### src/rtl/frc_pkg.sv
package frc_pkg;

  typedef enum logic [2:0] {
    OP_NOP     = 3'd0,
    OP_PROG    = 3'd1,
    OP_ERASE   = 3'd2,
    OP_SUSP    = 3'd3,
    OP_RESUME  = 3'd4,
    OP_CLRSTAT = 3'd5,
    OP_SHOWST  = 3'd6,
    OP_SHOWARR = 3'd7
  } frc_op_e;

  typedef enum logic [1:0] {
    ST_IDLE = 2'd0,
    ST_RUN  = 2'd1,
    ST_SUSP = 2'd2
  } frc_state_e;

  localparam int STAT_READY = 7;
  localparam int STAT_SUSP  = 6;
  localparam int STAT_EERR  = 5;
  localparam int STAT_PERR  = 4;

endpackage

### src/rtl/frc_cmd_decode.sv
module frc_cmd_decode
  import frc_pkg::*;
#(
  parameter int NUM_BLK = 8,
  localparam int BLK_W  = $clog2(NUM_BLK)
) (
  input  logic               valid_i,
  input  logic [2:0]         op_i,
  input  logic [BLK_W-1:0]   blk_i,
  input  logic [BLK_W-1:0]   fetch_blk_i,
  input  logic [NUM_BLK-1:0] prot_i,
  input  logic               mode_i,
  input  logic               hold_i,
  input  logic               idle_i,
  input  logic               err_any_i,
  output logic               start_o,
  output logic               erase_o,
  output logic               set_perr_o,
  output logic               set_eerr_o,
  output logic               reject_o,
  output logic               suspend_o,
  output logic               resume_o,
  output logic               clear_o,
  output logic               show_st_o,
  output logic               show_arr_o
);

  frc_op_e op;
  logic    live;
  logic    is_prog;
  logic    is_erase;
  logic    blocked;
  logic    eligible;

  always_comb begin
    op        = frc_op_e'(op_i);
    live      = valid_i && !hold_i;
    is_prog   = live && (op == OP_PROG);
    is_erase  = live && (op == OP_ERASE);
    blocked   = prot_i[blk_i] || (mode_i && (blk_i == fetch_blk_i));
    eligible  = (is_prog || is_erase) && idle_i;

    start_o    = eligible && !err_any_i && !blocked;
    erase_o    = is_erase;
    set_perr_o = is_prog  && idle_i && !err_any_i && blocked;
    set_eerr_o = is_erase && idle_i && !err_any_i && blocked;
    reject_o   = eligible && (err_any_i || blocked);

    suspend_o  = live && (op == OP_SUSP);
    resume_o   = live && (op == OP_RESUME);
    clear_o    = live && (op == OP_CLRSTAT);
    show_st_o  = live && (op == OP_SHOWST) && !mode_i;
    show_arr_o = live && (op == OP_SHOWARR);
  end

endmodule

### src/rtl/frc_seq.sv
module frc_seq
  import frc_pkg::*;
(
  input  logic       clk,
  input  logic       rst_n,
  input  logic       start_i,
  input  logic       suspend_i,
  input  logic       resume_i,
  input  logic       done_i,
  output frc_state_e state_o
);

  frc_state_e state_q;
  frc_state_e state_d;

  always_comb begin
    state_d = state_q;
    unique case (state_q)
      ST_IDLE: if (start_i) state_d = ST_RUN;
      ST_RUN: begin
        if (done_i)         state_d = ST_IDLE;
        else if (suspend_i) state_d = ST_SUSP;
      end
      ST_SUSP: if (resume_i) state_d = ST_RUN;
      default: state_d = ST_IDLE;
    endcase
  end

  always_ff @(posedge clk or negedge rst_n) begin
    if (!rst_n) state_q <= ST_IDLE;
    else        state_q <= state_d;
  end

  assign state_o = state_q;

  // entering the running state from suspend needs a resume
  a_r10_resume_only_from_susp: assert property (@(posedge clk) disable iff (!rst_n)
    (state_q == ST_RUN && $past(state_q) == ST_SUSP) |-> $past(resume_i));

  // a suspend while idle never leads straight to the suspended state
  a_r11_no_susp_from_idle: assert property (@(posedge clk) disable iff (!rst_n)
    (state_q == ST_SUSP) |-> ($past(state_q) != ST_IDLE));

endmodule

### src/rtl/frc_array.sv
module frc_array #(
  parameter int NUM_BLK   = 8,
  parameter int WORDS     = 4,
  parameter int DATA_W    = 8,
  parameter int PROG_CYC  = 6,
  parameter int ERASE_CYC = 12,
  localparam int BLK_W    = $clog2(NUM_BLK),
  localparam int WRD_W    = $clog2(WORDS),
  localparam int ADDR_W   = BLK_W + WRD_W,
  localparam int DEPTH    = NUM_BLK * WORDS,
  localparam int MAXC     = (ERASE_CYC > PROG_CYC) ? ERASE_CYC : PROG_CYC,
  localparam int CNT_W    = $clog2(MAXC + 1)
) (
  input  logic              clk,
  input  logic              rst_n,
  input  logic              start_i,
  input  logic              erase_i,
  input  logic [ADDR_W-1:0] addr_i,
  input  logic [DATA_W-1:0] data_i,
  input  logic              pause_i,
  input  logic [ADDR_W-1:0] rd_addr_i,
  output logic [DATA_W-1:0] rd_data_o,
  output logic              ready_o,
  output logic              done_o
);

  logic [DATA_W-1:0] mem_q [DEPTH];
  logic [CNT_W-1:0]  cnt_q, cnt_d;
  logic              run_q, run_d;
  logic              erase_q;
  logic [ADDR_W-1:0] addr_q;
  logic [DATA_W-1:0] data_q;
  logic              advance;

  always_comb begin
    advance = run_q && !pause_i;
    done_o  = advance && (cnt_q == CNT_W'(1));
    cnt_d   = cnt_q;
    run_d   = run_q;
    if (start_i) begin
      cnt_d = erase_i ? CNT_W'(ERASE_CYC) : CNT_W'(PROG_CYC);
      run_d = 1'b1;
    end else if (done_o) begin
      run_d = 1'b0;
    end else if (advance) begin
      cnt_d = cnt_q - CNT_W'(1);
    end
  end

  always_ff @(posedge clk or negedge rst_n) begin
    if (!rst_n) begin
      cnt_q <= '0;
      run_q <= 1'b0;
    end else begin
      cnt_q <= cnt_d;
      run_q <= run_d;
    end
  end

  always_ff @(posedge clk or negedge rst_n) begin
    if (!rst_n) begin
      erase_q <= 1'b0;
      addr_q  <= '0;
      data_q  <= '0;
    end else if (start_i) begin
      erase_q <= erase_i;
      addr_q  <= addr_i;
      data_q  <= data_i;
    end
  end

  always_ff @(posedge clk or negedge rst_n) begin
    if (!rst_n) begin
      for (int i = 0; i < DEPTH; i++) mem_q[i] <= '1;
    end else if (done_o) begin
      if (erase_q) begin
        for (int w = 0; w < WORDS; w++)
          mem_q[{addr_q[ADDR_W-1:WRD_W], w[WRD_W-1:0]}] <= '1;
      end else begin
        mem_q[addr_q] <= mem_q[addr_q] & data_q;
      end
    end
  end

  assign rd_data_o = mem_q[rd_addr_i];
  assign ready_o   = !run_q;

  // progress is frozen while the sequencer holds the operation
  a_r10_frozen_count: assert property (@(posedge clk) disable iff (!rst_n)
    (run_q && pause_i && !start_i) |=> $stable(cnt_q));

  // a new start never arrives while an operation is in progress
  a_r13_no_restart: assert property (@(posedge clk) disable iff (!rst_n)
    start_i |-> !run_q);

endmodule

### src/rtl/flash_rewrite_ctrl.sv
module flash_rewrite_ctrl
  import frc_pkg::*;
#(
  parameter int NUM_BLK   = 8,
  parameter int WORDS     = 4,
  parameter int DATA_W    = 8,
  parameter int PROG_CYC  = 6,
  parameter int ERASE_CYC = 12,
  localparam int BLK_W    = $clog2(NUM_BLK),
  localparam int WRD_W    = $clog2(WORDS),
  localparam int ADDR_W   = BLK_W + WRD_W
) (
  input  logic               clk,
  input  logic               rst_n,
  input  logic               mode_wr,
  input  logic               mode_in,
  input  logic               cmd_valid,
  input  logic [2:0]         cmd_op,
  input  logic [ADDR_W-1:0]  cmd_addr,
  input  logic [DATA_W-1:0]  cmd_data,
  input  logic [BLK_W-1:0]   fetch_blk,
  input  logic [NUM_BLK-1:0] prot_mask,
  input  logic [ADDR_W-1:0]  rd_addr,
  output logic [DATA_W-1:0]  rd_data,
  output logic               bus_hold,
  output logic               cmd_reject,
  output logic [7:0]         status,
  output logic               mode_q
);

  frc_state_e  state;
  logic        idle;
  logic        start, erase_sel, set_perr, set_eerr, reject;
  logic        suspend, resume, clear, show_st, show_arr;
  logic        arr_ready, arr_done;
  logic [DATA_W-1:0] arr_rd;

  logic        mode_d;
  logic        perr_q, perr_d, eerr_q, eerr_d;
  logic        view_q, view_d;
  logic        reject_q;
  logic [DATA_W-1:0] stat_ext;
  logic        status_view;

  assign idle = (state == ST_IDLE);

  frc_cmd_decode #(.NUM_BLK(NUM_BLK)) u_dec (
    .valid_i     (cmd_valid),
    .op_i        (cmd_op),
    .blk_i       (cmd_addr[ADDR_W-1:WRD_W]),
    .fetch_blk_i (fetch_blk),
    .prot_i      (prot_mask),
    .mode_i      (mode_q),
    .hold_i      (bus_hold),
    .idle_i      (idle),
    .err_any_i   (perr_q || eerr_q),
    .start_o     (start),
    .erase_o     (erase_sel),
    .set_perr_o  (set_perr),
    .set_eerr_o  (set_eerr),
    .reject_o    (reject),
    .suspend_o   (suspend),
    .resume_o    (resume),
    .clear_o     (clear),
    .show_st_o   (show_st),
    .show_arr_o  (show_arr)
  );

  frc_seq u_seq (
    .clk       (clk),
    .rst_n     (rst_n),
    .start_i   (start),
    .suspend_i (suspend),
    .resume_i  (resume),
    .done_i    (arr_done),
    .state_o   (state)
  );

  frc_array #(
    .NUM_BLK   (NUM_BLK),
    .WORDS     (WORDS),
    .DATA_W    (DATA_W),
    .PROG_CYC  (PROG_CYC),
    .ERASE_CYC (ERASE_CYC)
  ) u_arr (
    .clk       (clk),
    .rst_n     (rst_n),
    .start_i   (start),
    .erase_i   (erase_sel),
    .addr_i    (cmd_addr),
    .data_i    (cmd_data),
    .pause_i   (state == ST_SUSP),
    .rd_addr_i (rd_addr),
    .rd_data_o (arr_rd),
    .ready_o   (arr_ready),
    .done_o    (arr_done)
  );

  // next-state for the control registers
  always_comb begin
    mode_d = mode_q;
    if (mode_wr && idle) mode_d = mode_in;

    perr_d = perr_q;
    eerr_d = eerr_q;
    if (clear) begin
      perr_d = 1'b0;
      eerr_d = 1'b0;
    end
    if (set_perr) perr_d = 1'b1;
    if (set_eerr) eerr_d = 1'b1;

    view_d = view_q;
    if ((start && !mode_q) || show_st) view_d = 1'b1;
    else if (show_arr && idle)         view_d = 1'b0;
  end

  always_ff @(posedge clk or negedge rst_n) begin
    if (!rst_n) begin
      mode_q   <= 1'b0;
      perr_q   <= 1'b0;
      eerr_q   <= 1'b0;
      view_q   <= 1'b0;
      reject_q <= 1'b0;
    end else begin
      mode_q   <= mode_d;
      perr_q   <= perr_d;
      eerr_q   <= eerr_d;
      view_q   <= view_d;
      reject_q <= reject;
    end
  end

  always_comb begin
    status                = '0;
    status[STAT_READY]    = idle;
    status[STAT_SUSP]     = (state == ST_SUSP);
    status[STAT_EERR]     = eerr_q;
    status[STAT_PERR]     = perr_q;
    stat_ext              = '0;
    stat_ext[7:0]         = status;
    status_view           = !mode_q && (view_q || !idle);
    rd_data               = status_view ? stat_ext : arr_rd;
  end

  assign bus_hold   = mode_q && (state == ST_RUN);
  assign cmd_reject = reject_q;

  // the bus is only held while the array reports an operation in progress
  a_r6_hold_needs_busy: assert property (@(posedge clk) disable iff (!rst_n)
    bus_hold |-> !arr_ready);

  // the mode register moves only out of an idle cycle
  a_r12_mode_when_idle: assert property (@(posedge clk) disable iff (!rst_n)
    (mode_q != $past(mode_q)) |-> ($past(state) == ST_IDLE));

  // no operation starts while an error flag is pending
  a_r9_no_start_on_error: assert property (@(posedge clk) disable iff (!rst_n)
    start |-> !(perr_q || eerr_q));

  // in mode 1 the block of the executing code is never started
  a_r7_self_block_safe: assert property (@(posedge clk) disable iff (!rst_n)
    (start && mode_q) |-> (cmd_addr[ADDR_W-1:WRD_W] != fetch_blk));

  // reject is a single-cycle pulse
  a_r14_reject_pulse: assert property (@(posedge clk) disable iff (!rst_n)
    (cmd_reject && !reject) |=> !cmd_reject);

endmodule

### config.mk
export PLATFORM = sky130hd
export DESIGN_NAME = flash_rewrite_ctrl
export DESIGN_NICKNAME = d
export VERILOG_FILES = /design/src/rtl/frc_pkg.sv /design/src/rtl/frc_cmd_decode.sv /design/src/rtl/frc_seq.sv /design/src/rtl/frc_array.sv /design/src/rtl/flash_rewrite_ctrl.sv
export SDC_FILE = /design/constraint.sdc
export NUM_CORES = 1
export LEC_CHECK = 0
export BUFFER_PORTS_ARGS = -buffer_cell sky130_fd_sc_hd__buf_2
export CORE_ASPECT_RATIO = 1.25
export CORE_MARGIN = 5
export CORE_UTILIZATION = 55
export CTS_BUF_LIST = sky130_fd_sc_hd__clkbuf_16
export CTS_CLUSTER_DIAMETER = 100
export DETAILED_ROUTE_END_ITERATION = 8
export GPL_TIMING_DRIVEN = 1
export HOLD_SLACK_MARGIN = 0.15
export PLACE_DENSITY = 0.81
export SYNTH_ARGS = -nofsm -noshare
export SYNTH_HDL_FRONTEND = slang
export SYNTH_SLANG_ARGS = --single-unit
### constraint.sdc
create_clock -name clk -period 3.2 [get_ports clk]
set_input_delay 0.64 -clock clk [delete_from_list [all_inputs] [get_ports clk]]
set_output_delay 0.64 -clock clk [all_outputs]
set_load 0.01 [all_outputs]
[Word level (Yosys, flattened, before mapping)]
Index checks and enable logic that the tools add are counted.
Word-level totals
  flip-flop bits (word level): 282
  input port bits: 37
  output and inout bits: 19
  word-level logic and storage cells: 171
Cells by class
  $add $sub $neg: 1
  order comparisons: 12
  equality and inequality tests: 15
  multiplexer cells: 37
  bitwise operators: 11
  reduce and logical (&&, ||, !) cells: 52
Operators by type and width (number)
  $or A256 B256 Y256: 4
  $bwmux W256: 1
  $mux W256: 1
  $demux W8 S5: 5
  $bmux W8 S5: 2
  $mux W8: 10
  $ge A6 B6 Y1 const B: 6
  $not A5 Y6: 6
  $logic_and A1 B1 Y1: 32
  $lt A6 B1 Y1 const B: 5
  $mux W4: 4
  $eq A3 B3 Y1 const B: 4
  $reduce_bool A2 Y1: 5
  $and A8 B8 Y8: 1
  $mux W1: 8
  $mux W2: 4
  $eq A3 B2 Y1 const B: 2
  $logic_not A1 Y1: 6
  $logic_or A1 B1 Y1: 6
  $pmux W2 S3: 1
  $eq A4 B1 Y1 const B: 1
  $lt A3 B4 Y1 const B: 1
  $ne A2 B2 Y1 const B: 2
  $sub A4 B1 Y4 const B: 1
  other kinds (10): 10

[Longest topological paths before layout]
Gate-level depths: netlist of the first run.
  depth after elaboration: 12
  depth in mapped cells: 9
  gate-level depth less buffers: 7

[Hierarchy]
From an unflattened synthesis of the first run, not the netlist that was laid out.
Second synthesis, totals
  cells, all modules: 1559
  area total of the unflattened synthesis: 17755.8 um^2
Modules (own cells, without submodules)
  frc_array: instances 1, cells an instance 1483, area an instance 17056.4 um^2, sequential area each 7201.9 um^2
  flash_rewrite_ctrl: instances 1, cells an instance 40, area an instance 371.6 um^2, sequential area each 125.1 um^2
  frc_cmd_decode: instances 1, cells an instance 28, area an instance 232.7 um^2, sequential area each 0.0 um^2
  frc_seq: instances 1, cells an instance 8, area an instance 95.1 um^2, sequential area each 50.0 um^2

[Worst setup path before layout of the first run]
Ideal clock, no wire load.
  kind: input port to output port
  from: input rd_addr[0]
  to: output rd_data[0]
  arrival time: 2377 ps
  required time: 2560 ps
  path slack: 183 ps
  cell stages on the path: 5
  buffers on the path: 2
  cell sequence: buf_2 buf_2 mux4_2 mux4_2 a22o_1
Between the ends
  cells in the longest elaborated chain, start to end: 5
Ends and longest elaborated chain
  start: declaration: line flash_rewrite_ctrl.sv:23  | input logic [ADDR_W-1:0] rd_addr,
  $not A5 Y6 (implied by the code): line frc_array.sv:85  | assign rd_data_o = mem_q[rd_addr_i];
  $bmux W8 S5: line frc_array.sv:85
  $mux W8 (implied by the code) (2 in series): line frc_array.sv:85
  $mux W8: line flash_rewrite_ctrl.sv:143  | rd_data = status_view ? stat_ext : arr_rd;
  end: declaration: line flash_rewrite_ctrl.sv:24  | output logic [DATA_W-1:0] rd_data,
No other way between the ends. The select of a mux whose other input is x is not followed.

[Worst setup path in the final report of the first run]
  from: input rd_addr[1]
  to: output rd_data[1]
Same word-level chain as after synthesis.

==> qor.yml, run 1 <==
run_status: "complete, no violations"
cts_post_setup_buffers_inserted: 0
synth_fa_ha_area_share_pct: 0.163
finalSetupViolCount: 0
drc: 0
rsz0062_at_grt: "no"
dp_hpwl_mm: 37.9
startpoint: "rd_addr[1]"
cellPowerDensity_mw_per_mm2: 854
routed_wl_mm: 52.3
fin_crit_ns: 3.17
ir_drop_v: 0.000495
synth_top_family_by_area: "multiplexers"
worstHoldStart: "cmd_data[5]"
vias: 12300
cts_num_sinks: 282
highest_layer: "met4"
r2r-start: "u_arr.addr_q[2]"
cts_root_buffer: "clkbuf_16"
cts.clk_slew.worst_paths_ns: 0.07
yosys_most_used_dff: "dfstp_2"
critPathKind: "input port to output pin"
synthCells: 1157
grt_usage_pct: 32.7
r2r_cells: 7
worst_pin_slew_ns: 0.851
clock_latency_ns: 0.54
async_flop_share_pct: 100
first_pass_iters: 7
htree_levels: 1
leakage_uw: 0.00650
dieArea_mm2: 0.0314
synth_cell_types: 60
io_pins: 56
cp-end-kind: "output pin"
met1Wirelength_mm: 18.1
ys_warn_count: 0
ff2ff_setup_slack_ns: 0.05
holdCritPathClass: "input port to register"
max_slew_margin_pct: 42.9
route.met3.wl_mm: 5.75
rows: 68
p_switching_uw: 5490
max_freq_ghz: 0.315
arrival_ns: 2.53
dieHeight_um: 197
slowest_delay_ns: 0.59
critPathBufInv: 3
ys_ff_latch: 282
tns_ns: 0
synth_xor_area_share_pct: 0.285
syn_area_per_cell_um2: 13.3
syn_area_mm2: 0.0154
p_clk_share_pct: 21.9
critPathSlowestCell: "mux4_2"
wire_per_inst_um: 32.1
crit_end: "rd_data[1]"
synth_compound_area_share_pct: 20.0
start_util_pct: 55.6
switching_share_pct: 36.8
cp.required_ns: 2.56
grt_pass1_wl_mm: 78.6
cts_tree: "built"
drive_above_1_share_pct: 45.6
internal_power_uw: 9420
yosysSeqAreaShare_pct: 48.0
synth-edff-count: 0
ctsHoldBuffers: 1
grt_overflow: 0
worst_clock_skew_ns: 0.00798
drtIter0Drc: 1812
crit_family: "multiplexers"
synthSimpleGateAreaFrac_pct: 6.87
max-cap-violations: 0
wl_met2_mm: 23.8
synth_top_area_share_pct: 43.7
antenna_found_initial: 0
seqPwrFrac_pct: 44.0
cts-resized-gates: 0
startpoint_type: "input port"
fin_nets: 1296
muxShareOfSynthArea_pct: 20.4
worstPathMaxFanout: 30
port_buffers: 51
synthTopCellsByArea: "dfstp_2, o22a_1, mux4_2"
numCtsBuffers: 27
crit_chain: "buf_2 > buf_12 > mux4_2 > mux4_2 > a22o_1 > buf_2"
fin_area_mm2: 0.0175
grt_max_degree: 80
postRouteAntennaNets: 0
crit_cells: 6
coreArea_mm2: 0.0277
clk_path_buf_depth: 3
synth_largest_area_cell: "dfstp_2"
period_share_pct: 99.1
die_x_um: 160
syn2layout_area_growth_pct: 13.5
postPlaceCellArea_mm2: 0.0165
grt_pass1_vias: 12500
comb_power_share_pct: 34.0
place_congestion: 1.13
antennaDiodeCount: 0
crit-reg2reg-capture: "u_arr.mem_q[209]"
drv_slew: 0
viasPerCell: 7.54
timing.final.hold_violations: 0
[per-stage QoR]
stage | utilization (%) | total power, µW | setup WS (ns) | std cells | hold slack (ns)
final | 63.1 | 14900 | 0.0282 | 1627 | 0.311
after global routing | 63.1 | 15300 | 0.0130 | 1627 | 0.326
after CTS | 63.1 | 14700 | 0.0654 | 1627 | 0.304
after detailed placement | 59.8 | 11400 | 0.0640 | 1577 | 0.492
after global placement | 59.8 | 11200 | 0.0844 | 1577 | 0.487
after floorplan | - | 9350 | 0.183 | 1160 | 0.344
[final cells by class]
type	count	area, µm²
Clock buffer	28	701
Clock inverter	21	201
Fill cell	2006	10200
Inverter	10	37.5
Multi-Input combinational cell	777	7360
Sequential cell	282	7380
Tap cell	350	438
Timing Repair Buffer	159	1330
[flip-flops by register name, summed over array words and instances (netlist names)]
name and flops:
u_arr.erase_q 1, eerr_q 1, u_arr.run_q 1, perr_q 1
mode_q 1, cmd_reject 1, u_arr.mem_q 256, u_arr.addr_q 5
view_q 1, u_arr.cnt_q 4, u_seq.state_o 2, u_arr.data_q 8
[synthesized netlist by cell type, drive strengths merged (5+ instances only)]
library cell and number:
inv 10, nor2 46, nand3b 6, mux2 16, dfrtp 26, o22a 256
nor3 10, buf 80, o21ai 8, mux4 74, mux2i 129, o22ai 76
nand4bb 6, nand4b 6, or4 5, nor4 19, nand3 7, nand2 43
dfstp 256, or3 5, clkbuf 11, a21oi 6, a21boi 8
[worst min path at each step]
stage / endpoint / slack (ns) / depth (start not counted)
finish: u_arr.data_q[5] / 0.31 / 2
global route: u_arr.data_q[5] / 0.33 / 2
global placement: u_arr.data_q[4] / 0.49 / 1
detailed placement: u_arr.data_q[4] / 0.49 / 1
floorplan: cmd_reject / 0.34 / 0
CTS: u_arr.data_q[5] / 0.30 / 2
[logic make-up (layout without fill, tap and decap cells)]
family | count (synthesis) | count (layout)
AO/OA/AOI/OAI | 372 | 372
flip-flops | 282 | 282
multiplexers | 219 | 219
AND/OR/NAND/NOR | 175 | 175
buffers and inverters | 101 | 218
XOR/XNOR | 5 | 5
adder cells (fa/ha/maj) | 2 | 2
other | 1 | 4
[routing by layer]
metal	GRT usage, %	up-vias
met5	0	-
met4	22.4	0
met3	8.12	286
met2	52.1	933
met1	39.6	6201
li1	-	4844
[cell usage in the layout, fill, tap and decap left out, types with 10 or more instances in the layout]
cell | synthesis | final
dfrtp_1 | 26 | 25
buf_12 | 0 | 20
clkbuf_16 | 0 | 28
mux4_2 | 74 | 74
mux2_1 | 14 | 14
nand2_1 | 43 | 43
buf_4 | 24 | 88
nor2_2 | 11 | 11
o22ai_1 | 74 | 74
mux2i_1 | 129 | 129
dfstp_2 | 256 | 256
inv_1 | 8 | 10
nor4_2 | 11 | 10
buf_2 | 33 | 49
nor2_1 | 35 | 35
o22a_1 | 256 | 256
[power by group through the flow]
stage / clock [µW] / sequential (µW) / combinational [µW]
3_5_place_dp: 0 / 6480 / 4900
3_3_place_gp: 0 / 6440 / 4760
5_1_grt: 3440 / 6590 / 5250
6_report: 3270 / 6560 / 5080
4_1_cts: 3300 / 6450 / 4930
2_1_floorplan: 0 / 5770 / 3580
(Power assumes the default switching activity.)
==> inputs of run 2 (changes only) <==
- CORE_ASPECT_RATIO: 1.25 -> 1.5
==> qor.yml, run 2 (same netlist as run 1, synthesis figures left out) <==
ir_drop_v: 0.000399
cellPowerDensity_mw_per_mm2: 855
coreArea_mm2: 0.0278
largest_register_ff_count: 256
dieHeight_um: 215
clk_path_buf_depth: 3
p_total_uw: 15000
cts_root_buffer: "clkbuf_16"
max_freq_ghz: 0.321
fin_crit_ns: 3.11
numCtsBuffers: 27
max_flop_register: "u_arr.mem_q"
cts.clk_slew.worst_paths_ns: 0.06
clock_latency_ns: 0.56
grt_pass1_vias: 12300
internal_power_uw: 9340
grt_pass1_wl_mm: 81.0
crit-reg2reg-capture: "u_arr.mem_q[121]"
cp.required_ns: 2.56
worstPathMaxFanout: 16
holdCritPathClass: "input port to register"
antenna_found_initial: 1
io_pins: 56
p_switching_uw: 5670
crit_end: "rd_data[3]"
instances_no_fill: 1639
final_cell_mix: "o22a_1, dfstp_2, mux2i_1, buf_4"
wire_per_inst_um: 33.0
startpoint: "rd_addr[0]"
cts_num_sinks: 282
critPathKind: "input port to output pin"
vias: 12100
grt_max_degree: 86
comb_power_share_pct: 36.4
drive_above_1_share_pct: 45.9
syn2layout_area_growth_pct: 14.2
htree_levels: 1
switching_share_pct: 37.8
drtIter0Drc: 1334
rsz0062_at_grt: "no"
final_core_util_pct: 63.2
grt_usage_pct: 34.2
worst_pin_slew_ns: 0.914
worst_clock_skew_ns: 0.0234
die_x_um: 147
dp_hpwl_mm: 39.9
drc: 0
place_congestion: 1.03
dieArea_mm2: 0.0315
r2r_cells: 7
start_util_pct: 55.4
max-cap-violations: 0
rows: 75
grt_overflow: 0
leakage_uw: 0.00656
cts_tree: "built"
postRouteAntennaNets: 0
port_buffers: 51
drv_slew: 0
largestRegisters: "u_arr.mem_q x256, u_arr.data_q x8, u_arr.addr_q x5"
timing.final.hold_violations: 0
routed_wl_mm: 54.2
dp_cells: 1590
viasPerCell: 7.39
period_share_pct: 97.3
ctsHoldBuffers: 0
cp-end-kind: "output pin"
max_slew_margin_pct: 39.1
seqPwrFrac_pct: 43.7
finalSetupViolCount: 0
antennaDiodeCount: 0
fin_nets: 1312
p_clk_share_pct: 19.8
arrival_ns: 2.47
first_pass_iters: 5
run_status: "complete, no violations"
ff2ff_setup_slack_ns: 0.24
startpoint_type: "input port"
r2r-start: "u_arr.addr_q[4]"
==> run 2: changes by cell type in the layout (fill, tap and decap cells not counted), sizes merged <==
cell and change:
clkinvlp +1, buf +17, clkinv +1, dlygate4sd3 -1, inv +1, bufinv -3
==> run 2: critical path, stage by stage <==
cell and delay, ns:
buf_12 0.16, buf_12 0.16, mux4_2 0.50, mux4_2 0.54
a22o_1 0.30, buf_2 0.16
==> run 2: how the worst min path moves through the flow <==
| stage | end | cells past startpoint | slack, ns | from |
|---|---|---|---|---|
| 2_1_floorplan | cmd_reject | 0 | 0.34 | rst_n |
| 6_report | u_arr.data_q[7] | 2 | 0.30 | cmd_data[7] |
| 3_5_place_dp | u_arr.data_q[4] | 1 | 0.48 | u_arr.data_q[4] |
| 4_1_cts | u_arr.data_q[7] | 2 | 0.29 | cmd_data[7] |
| 3_3_place_gp | u_arr.data_q[4] | 1 | 0.47 | u_arr.data_q[4] |
| 5_1_grt | u_arr.addr_q[0] | 2 | 0.31 | cmd_addr[0] |
==> run 2: through the flow <==
| step | hold slack [ns] | cell area [µm²] | TNS [ns] | setup WS, ns |
|---|---|---|---|---|
| CTS | 0.286 | 17600 | 0 | 0.000426 |
| finish | 0.300 | 17600 | 0 | 0.0861 |
| global placement | 0.472 | 16800 | -0.352 | -0.0919 |
| floorplan | 0.344 | 15400 | 0 | 0.183 |
| detailed placement | 0.482 | 16800 | -0.303 | -0.0785 |
| global route | 0.307 | 17600 | 0 | 0.0517 |
==> run 2: power by group through the flow <==
stage          sequential, µW  combinational (µW)  clock [µW]
6_report                 6570                5470        2980
5_1_grt                  6600                5660        3170
4_1_cts                  6460                5330        3010
3_5_place_dp             6490                5310           0
3_3_place_gp             6470                5180           0
2_1_floorplan            5770                3580           0
==> run 2: timing repair <==
| item | CTS | global route |
|---|---|---|
| endpoints found under the setup margin | 5 | 5 |
| setup buffers | 0 | 0 |
| gates cloned | 0 | 0 |
| resized for setup | 1 | 3 |
==> run 2: cell type report <==
type | count | area [µm²]
multi-input cells | 777 | 7380
fillers | 2072 | 10200
flip-flops and latches | 282 | 7380
inverters | 10 | 37.5
clock buffers | 28 | 701
clock inverters | 21 | 98.8
well taps | 346 | 433
repair buffers | 175 | 1540
==> run 2: per-layer routing <==
layer	vias up	track usage (%)	wire length, µm
li1	4894	-	-
met1	6229	41.6	19100
met2	758	53.8	24800
met3	231	7.18	5010
met4	2	24.8	5240
met5	-	0	18
